`config.mk`:
```
export PLATFORM = sky130hd
export DESIGN_NAME = tw_reg_writer
export DESIGN_NICKNAME = d
export VERILOG_FILES = /design/src/rtl/tw_pkg.sv /design/src/rtl/tw_interval_timer.sv /design/src/rtl/tw_shift_out.sv /design/src/rtl/tw_seq_ctrl.sv /design/src/rtl/tw_reg_writer.sv
export SDC_FILE = /design/constraint.sdc
export NUM_CORES = 1
export LEC_CHECK = 0
export CORE_MARGIN = 3
export CORE_UTILIZATION = 55
export CTS_BUF_LIST = sky130_fd_sc_hd__clkbuf_8
export DETAILED_ROUTE_END_ITERATION = 10
export PLACE_DENSITY = 0.85
export RECOVER_POWER = 25
export SYNTH_ARGS = -nofsm -noshare
export SYNTH_HDL_FRONTEND = slang
export SYNTH_SLANG_ARGS = --single-unit
```
`constraint.sdc`:
```
create_clock -name clk -period 2.3 [get_ports clk]
set_input_delay 0.69 -clock clk [delete_from_list [all_inputs] [get_ports clk]]
set_output_delay 0.69 -clock clk [all_outputs]
set_load 0.01 [all_outputs]
```
`src/rtl/tw_pkg.sv`:
```
package tw_pkg;

  typedef enum logic [2:0] {
    S_IDLE,
    S_LEAD,
    S_HIGH,
    S_LOW,
    S_TAIL,
    S_LATCH
  } tw_state_e;

  // Converts a time in ns to system-clock cycles, rounded up, minimum one cycle.
  function automatic int ns_to_cycles(input int t_ns, input int clk_ps);
    int c;
    c = (t_ns * 1000 + clk_ps - 1) / clk_ps;
    if (c < 1) c = 1;
    return c;
  endfunction

  function automatic int max_i(input int a, input int b);
    return (a > b) ? a : b;
  endfunction

endpackage

```
`src/rtl/tw_interval_timer.sv`:
```
module tw_interval_timer #(
  parameter int CW = 4
) (
  input  logic          clk,
  input  logic          rst_n,
  input  logic          load,
  input  logic [CW-1:0] load_val,
  output logic          expired
);

  logic [CW-1:0] cnt_q;

  always_ff @(posedge clk or negedge rst_n) begin
    if (!rst_n)             cnt_q <= '0;
    else if (load)          cnt_q <= load_val;
    else if (cnt_q != '0)   cnt_q <= cnt_q - 1'b1;
  end

  assign expired = (cnt_q == '0);

  // the counter parks at zero until it is reloaded
  a_r4_timer_parks: assert property (@(posedge clk) disable iff (!rst_n)
    (!load && expired) |=> expired);

  // without a reload, a running count steps down by one each cycle
  a_r4_timer_steps: assert property (@(posedge clk) disable iff (!rst_n)
    (!load && !expired) |=> (cnt_q == $past(cnt_q) - 1'b1));

endmodule

```
`src/rtl/tw_shift_out.sv`:
```
module tw_shift_out #(
  parameter int WORD_W = 24
) (
  input  logic              clk,
  input  logic              rst_n,
  input  logic              load,
  input  logic [WORD_W-1:0] load_word,
  input  logic              shift,
  output logic              msb,
  output logic              last_bit
);

  localparam int CNT_W = $clog2(WORD_W + 1);

  logic [WORD_W-1:0] sh_q;
  logic [CNT_W-1:0]  left_q;

  always_ff @(posedge clk or negedge rst_n) begin
    if (!rst_n) begin
      sh_q   <= '0;
      left_q <= '0;
    end else if (load) begin
      sh_q   <= load_word;
      left_q <= CNT_W'(WORD_W);
    end else if (shift) begin
      sh_q   <= {sh_q[WORD_W-2:0], 1'b0};
      left_q <= left_q - 1'b1;
    end
  end

  assign msb      = sh_q[WORD_W-1];
  assign last_bit = (left_q == CNT_W'(1));

  // a freshly captured word has all of its bits still to go
  a_r1_load_full: assert property (@(posedge clk) disable iff (!rst_n)
    load |=> (left_q == CNT_W'(WORD_W)));

  // no shift happens once the final bit is on the line
  a_r1_no_overshift: assert property (@(posedge clk) disable iff (!rst_n)
    shift |-> (!last_bit && left_q != '0));

endmodule

```
`src/rtl/tw_seq_ctrl.sv`:
```
module tw_seq_ctrl
  import tw_pkg::*;
#(
  parameter int CW      = 4,
  parameter int LEAD_N  = 1,
  parameter int HIGH_N  = 1,
  parameter int LOW_N   = 1,
  parameter int TAIL_N  = 1,
  parameter int LATCH_N = 1
) (
  input  logic          clk,
  input  logic          rst_n,
  input  logic          req_valid,
  output logic          req_ready,
  input  logic          t_expired,
  input  logic          last_bit,
  output logic          t_load,
  output logic [CW-1:0] t_val,
  output logic          sh_load,
  output logic          sh_shift,
  output logic          ser_clk,
  output logic          ser_le,
  output logic          busy,
  output logic          done
);

  localparam logic [CW-1:0] LEAD_V  = CW'(LEAD_N - 1);
  localparam logic [CW-1:0] HIGH_V  = CW'(HIGH_N - 1);
  localparam logic [CW-1:0] LOW_V   = CW'(LOW_N - 1);
  localparam logic [CW-1:0] TAIL_V  = CW'(TAIL_N - 1);
  localparam logic [CW-1:0] LATCH_V = CW'(LATCH_N - 1);

  tw_state_e state_q, state_d;
  logic clk_q, clk_d, le_q, le_d, busy_q, busy_d, done_q, done_d;

  always_comb begin
    state_d  = state_q;
    clk_d    = clk_q;
    le_d     = le_q;
    busy_d   = busy_q;
    done_d   = 1'b0;
    t_load   = 1'b0;
    t_val    = '0;
    sh_load  = 1'b0;
    sh_shift = 1'b0;
    case (state_q)
      S_IDLE: if (req_valid) begin
        sh_load = 1'b1;
        t_load  = 1'b1;
        t_val   = LEAD_V;
        busy_d  = 1'b1;
        state_d = S_LEAD;
      end
      S_LEAD: if (t_expired) begin
        clk_d   = 1'b1;
        t_load  = 1'b1;
        t_val   = HIGH_V;
        state_d = S_HIGH;
      end
      S_HIGH: if (t_expired) begin
        clk_d  = 1'b0;
        t_load = 1'b1;
        if (last_bit) begin
          t_val   = TAIL_V;
          state_d = S_TAIL;
        end else begin
          sh_shift = 1'b1;
          t_val    = LOW_V;
          state_d  = S_LOW;
        end
      end
      S_LOW: if (t_expired) begin
        clk_d   = 1'b1;
        t_load  = 1'b1;
        t_val   = HIGH_V;
        state_d = S_HIGH;
      end
      S_TAIL: if (t_expired) begin
        le_d    = 1'b1;
        t_load  = 1'b1;
        t_val   = LATCH_V;
        state_d = S_LATCH;
      end
      S_LATCH: if (t_expired) begin
        le_d    = 1'b0;
        busy_d  = 1'b0;
        done_d  = 1'b1;
        state_d = S_IDLE;
      end
      default: state_d = S_IDLE;
    endcase
  end

  always_ff @(posedge clk or negedge rst_n) begin
    if (!rst_n) begin
      state_q <= S_IDLE;
      clk_q   <= 1'b0;
      le_q    <= 1'b0;
      busy_q  <= 1'b0;
      done_q  <= 1'b0;
    end else begin
      state_q <= state_d;
      clk_q   <= clk_d;
      le_q    <= le_d;
      busy_q  <= busy_d;
      done_q  <= done_d;
    end
  end

  assign req_ready = !busy_q;
  assign ser_clk   = clk_q;
  assign ser_le    = le_q;
  assign busy      = busy_q;
  assign done      = done_q;

  // the strobe never overlaps a serial clock high phase
  a_r5_le_clk_apart: assert property (@(posedge clk) disable iff (!rst_n)
    ser_le |-> !ser_clk);

  // the data register only moves on a falling serial clock
  a_r3_shift_on_fall: assert property (@(posedge clk) disable iff (!rst_n)
    sh_shift |-> ser_clk);

  // an accepted request makes the block busy in the next cycle
  a_r8_accept_busy: assert property (@(posedge clk) disable iff (!rst_n)
    (req_valid && req_ready) |=> busy);

  // done is a single-cycle pulse with busy already released
  a_r9_done_single: assert property (@(posedge clk) disable iff (!rst_n)
    done |=> !done);
  a_r9_done_free: assert property (@(posedge clk) disable iff (!rst_n)
    done |-> (!busy && $fell(ser_le)));

  // an idle block keeps both link strobes low
  a_r2_idle_quiet: assert property (@(posedge clk) disable iff (!rst_n)
    !busy |-> (!ser_clk && !ser_le));

endmodule

```
`src/rtl/tw_reg_writer.sv`:
```
module tw_reg_writer
  import tw_pkg::*;
#(
  parameter int PAYLOAD_W       = 21,
  parameter int SEL_W           = 3,
  parameter int SYS_CLK_PS      = 20000,
  parameter int T_DATA_SETUP_NS = 10,
  parameter int T_DATA_HOLD_NS  = 10,
  parameter int T_CLK_HIGH_NS   = 25,
  parameter int T_CLK_LOW_NS    = 25,
  parameter int T_LE_SETUP_NS   = 10,
  parameter int T_LE_WIDTH_NS   = 20,
  parameter int T_LE_GAP_NS     = 20
) (
  input  logic                 clk,
  input  logic                 rst_n,
  input  logic                 req_valid,
  output logic                 req_ready,
  input  logic [PAYLOAD_W-1:0] req_payload,
  input  logic [SEL_W-1:0]     req_sel,
  output logic                 ser_clk,
  output logic                 ser_data,
  output logic                 ser_le,
  output logic                 busy,
  output logic                 done
);

  localparam int WORD_W = PAYLOAD_W + SEL_W;

  localparam int SU_C   = ns_to_cycles(T_DATA_SETUP_NS, SYS_CLK_PS);
  localparam int HD_C   = ns_to_cycles(T_DATA_HOLD_NS,  SYS_CLK_PS);
  localparam int HI_C   = ns_to_cycles(T_CLK_HIGH_NS,   SYS_CLK_PS);
  localparam int LO_C   = ns_to_cycles(T_CLK_LOW_NS,    SYS_CLK_PS);
  localparam int LESU_C = ns_to_cycles(T_LE_SETUP_NS,   SYS_CLK_PS);
  localparam int LEW_C  = ns_to_cycles(T_LE_WIDTH_NS,   SYS_CLK_PS);
  localparam int GAP_C  = ns_to_cycles(T_LE_GAP_NS,     SYS_CLK_PS);

  // Per-state dwell lengths: each covers every rule that bounds that phase.
  localparam int LEAD_N  = max_i(max_i(SU_C, LO_C), GAP_C);
  localparam int HIGH_N  = max_i(HI_C, HD_C);
  localparam int LOW_N   = max_i(LO_C, SU_C);
  localparam int TAIL_N  = LESU_C;
  localparam int LATCH_N = LEW_C;
  localparam int MAX_N   = max_i(max_i(max_i(LEAD_N, HIGH_N), max_i(LOW_N, TAIL_N)), LATCH_N);
  localparam int CW      = (MAX_N <= 2) ? 1 : $clog2(MAX_N);

  logic          t_load, t_expired, sh_load, sh_shift, last_bit;
  logic [CW-1:0] t_val;

  tw_seq_ctrl #(
    .CW(CW), .LEAD_N(LEAD_N), .HIGH_N(HIGH_N), .LOW_N(LOW_N),
    .TAIL_N(TAIL_N), .LATCH_N(LATCH_N)
  ) u_ctrl (
    .clk(clk), .rst_n(rst_n),
    .req_valid(req_valid), .req_ready(req_ready),
    .t_expired(t_expired), .last_bit(last_bit),
    .t_load(t_load), .t_val(t_val),
    .sh_load(sh_load), .sh_shift(sh_shift),
    .ser_clk(ser_clk), .ser_le(ser_le),
    .busy(busy), .done(done)
  );

  tw_interval_timer #(.CW(CW)) u_timer (
    .clk(clk), .rst_n(rst_n),
    .load(t_load), .load_val(t_val), .expired(t_expired)
  );

  tw_shift_out #(.WORD_W(WORD_W)) u_shift (
    .clk(clk), .rst_n(rst_n),
    .load(sh_load), .load_word({req_payload, req_sel}),
    .shift(sh_shift), .msb(ser_data), .last_bit(last_bit)
  );

  // data never moves on the edge where the serial clock rises
  a_r3_data_still_on_rise: assert property (@(posedge clk) disable iff (!rst_n)
    $rose(ser_clk) |-> $stable(ser_data));

  // the strobe rises only from a low serial clock
  a_r5_le_from_low: assert property (@(posedge clk) disable iff (!rst_n)
    $rose(ser_le) |-> ($past(ser_clk) == 1'b0));

endmodule

```
==> summary.txt <==
Routing
  – Average wire per standard cell: 15.6 µm
  – # DRC: 0
  – Routed wire length: 4290 µm
  – Iter 0 DRT Violations: 124
  – Vias per inst: 5.94
  – DR vias: 1640
  – Post-route ant nets: 0
  – DRT Pass-1 Iters: 4

Yosys
  – Mapped Nets: 233
  – Mapped cell area: 1940 µm²
  – Sequential share of the synthesized area: 47.8%
  – Ys async rst share: 100%
  – Area fraction of the dominant cell type after synthesis: 47.8%
  – Number of synthesized flops with an enable pin: 0
  – Synth warn: 0
  – Synth top cells by count: nand2_1 (51), dfrtp_1 (37), nand3_1 (27), o211ai_2 (19), clkbuf_1 (9)
  – Ys flop type: dfrtp_1
  – Syn avg cell area: 9.49 µm²
  – Synth area leaders: dfrtp_1 (48%), o211ai_2 (12%), nand2_1 (9.9%)
  – Count leader, synth: nand2_1
  – Cell taking the most area after synthesis: dfrtp_1
  – Yosys reg bits: 37
  – Post-Synthesis Cells: 204
  – Post-synth cell types: 33

Floorplan
  – Initial Utilization: 60.5%
  – Die ar.: 4270 µm²
  – # IOs: 33
  – Core area: 3200 µm²
  – Die height: 65.3 µm
  – Die X-Extent: 65.3 µm
  – # rows: 20

Placed design
  – Placed insts: 268
  – GPL Wtd Cong: 0.779
  – DP Wirelength: 2860 µm
  – IO Port Bufs: 32

Setup path
  – Worst reg2reg path depth: 5
  – Crit-path max cell delay: 0.53 ns
  – CP endpoint kind: flop
  – CP Launch Type: input pin
  – CP max FO: 28
  – CP Class: input pin to flop
  – Worst path arrival time: 2.14 ns
  – WP data required: 2.45 ns
  – Critical path's slowest cell: clkdlybuf4s50_1
  – Crit-path cells: clkdlybuf4s50_1, or4b_1, buf_4, nand2_1, o211ai_1

STA
  – # setup viols final: 0
  – Max_slew headroom: 41.9%
  – Final min period: 1.98 ns
  – Endpoints failing hold: 0
  – Sum Neg Setup Slack: 0 ns
  – Final period utilization: 86.3%
  – Final Max Slew Viols: 0
  – Highest clock rate: 0.504 GHz
  – Worst-margin pin slew: 0.872 ns
  – RSZ-0062 raised after global routing: no
  – Final setup skew: 0.00746 ns

Clock network
  – Hold_buf cts: 0
  – Worst skew pair latency: 0.29 ns
  – Setup bufs post-CTS: 0
  – H-tree levels: 2
  – # resized after CTS: 0
  – Clock buffer depth: 2
  – CTS tree: done
  – Clock Sink Count: 37
  – Root Driver: clkbuf_8
  – Clk pin slew, worst setup/hold paths: 0.07 ns
  – CTS buffer count: 5

Min path
  – Worst min path class: flop to flop
  – Hold path depth: 1

Cells and area
  – N_diodes: 0
  – FF/Latch Area: 926 µm²
  – Area of the multi-input gates: 912 µm²
  – Layout Area Growth over Synthesis: 25.2%
  – Final nets: 260
  – Filler cells: 241
  – Layout cells sized above 1: 16.4%
  – Fin cells: 276
  – Core Util, Final: 75.7%

GRT
  – Initial antenna violation count: 0
  – Total track usage: 23.1%
  – First-pass GRT wire length: 7380 µm
  – Largest net degree at the start of global routing: 38
  – Total gr overflow: 0
  – Number of global-route vias before repair: 1585

Power and ir drop
  – Leakage: 1.09 nW
  – Peak VDD IR: 1130 µV
  – PwrDens: 1020 nW/µm²

Status
  – Result of the run: finished clean

Flow run
  – Max-cap violations: 0
==> metrics by stage <==
| step | setup WS [ns] | hold WS [ns] | power (mW) | cell area [µm²] |
|---|---|---|---|---|
| 3_3_place_gp | 0.115 | 0.482 | 1.76 | 2290 |
| 5_1_grt | 0.268 | 0.551 | 2.65 | 2420 |
| 4_1_cts | 0.322 | 0.508 | 2.49 | 2430 |
| 2_1_floorplan | 0.534 | 0.394 | 1.62 | 1940 |
| 6_report | 0.316 | 0.506 | 2.48 | 2420 |
| 3_5_place_dp | 0.0200 | 0.490 | 1.82 | 2290 |
==> metal layers <==
metal / part of all wire, % / track usage (%) / up-vias
li1: - / - / 766
met1: 43 / 30.5 / 802
met2: 50 / 36.4 / 64
met3: 6.2 / 7.69 / 8
met4: 1.2 / 6.74 / 0
met5: 0 / 0 / -
==> critical path, delay by kind of cell <==
kind,cells,cell delay (ns)
AOI/OAI and AO/OA,1,0.09
and+or+nand+nor,2,0.57
buffers and inverters,2,0.78
==> state kept, by name (all words and copies together), names as in the netlist <==
name            cells
u_shift.left_q      5
u_timer.cnt_q       1
u_ctrl.ser_le       1
u_ctrl.state_q      3
u_ctrl.ser_clk      1
u_ctrl.done         1
u_ctrl.busy         1
u_shift.sh_q       24
==> worst paths after layout <==
kind / startpoint / to / slack (ns)
setup / recovery: req_valid / u_shift.sh_q[1]$_DFFE_PN0P_ / 0.32
hold / removal: u_ctrl.ser_clk$_DFFE_PN0P_ / u_ctrl.ser_clk$_DFFE_PN0P_ / 0.51
setup reg to reg: u_shift.left_q[1]$_DFFE_PN0P_ / u_shift.left_q[1]$_DFFE_PN0P_ / 0.43
hold reg to reg: u_ctrl.ser_clk$_DFFE_PN0P_ / u_ctrl.ser_clk$_DFFE_PN0P_ / 0.51
max in group asynchronous: rst_n / u_shift.sh_q[20]$_DFFE_PN0P_ / 0.71
min in group asynchronous: rst_n / u_ctrl.busy$_DFFE_PN0P_ / 1.03
==> report_power, final <==
part | internal, mW | switching (mW)
Sequential | 0.839 | 0.180
Clock | 0.431 | 0.231
Combinational | 0.346 | 0.450
Total | 1.62 | 0.861
==> final cells by class <==
| type | count | area share, % |
|---|---|---|
| inverters | 4 | 0.619 |
| repair buffers | 39 | 15.8 |
| well taps | 44 | 2.27 |
| flip-flops and latches | 37 | 38.2 |
| multi-input cells | 144 | 37.6 |
| clock inverters | 3 | 2.68 |
| clock buffers | 5 | 2.84 |
==> cells in the final DEF (no fill, tap or decap), types with 2 or more instances in the layout <==
| master | n |
|---|---|
| nand3_1 | 27 |
| nor2_1 | 6 |
| o31ai_1 | 2 |
| o211ai_2 | 19 |
| a21oi_1 | 5 |
| inv_1 | 4 |
| nand2b_1 | 2 |
| nand2_1 | 51 |
| buf_4 | 5 |
| o21ai_0 | 5 |
| clkbuf_8 | 5 |
| o211ai_1 | 4 |
| bufinv_16 | 2 |
| nor4b_4 | 2 |
| ha_1 | 2 |
| or4b_1 | 2 |
| clkdlybuf4s50_1 | 31 |
| nor2b_1 | 3 |
| dfrtp_1 | 37 |
==> logic make-up (layout without fill, tap and decap cells) <==
kind of cell | after synthesis | after routing | share of synthesized area (%)
mux | 1 | 1 | 0.517
fa+ha+maj | 2 | 2 | 1.29
compound gates | 43 | 43 | 20.4
flops | 37 | 37 | 47.8
buf+inv | 23 | 51 | 6.01
simple gates | 98 | 98 | 24.0
Note: power is estimated with default switching activity, not from simulation.
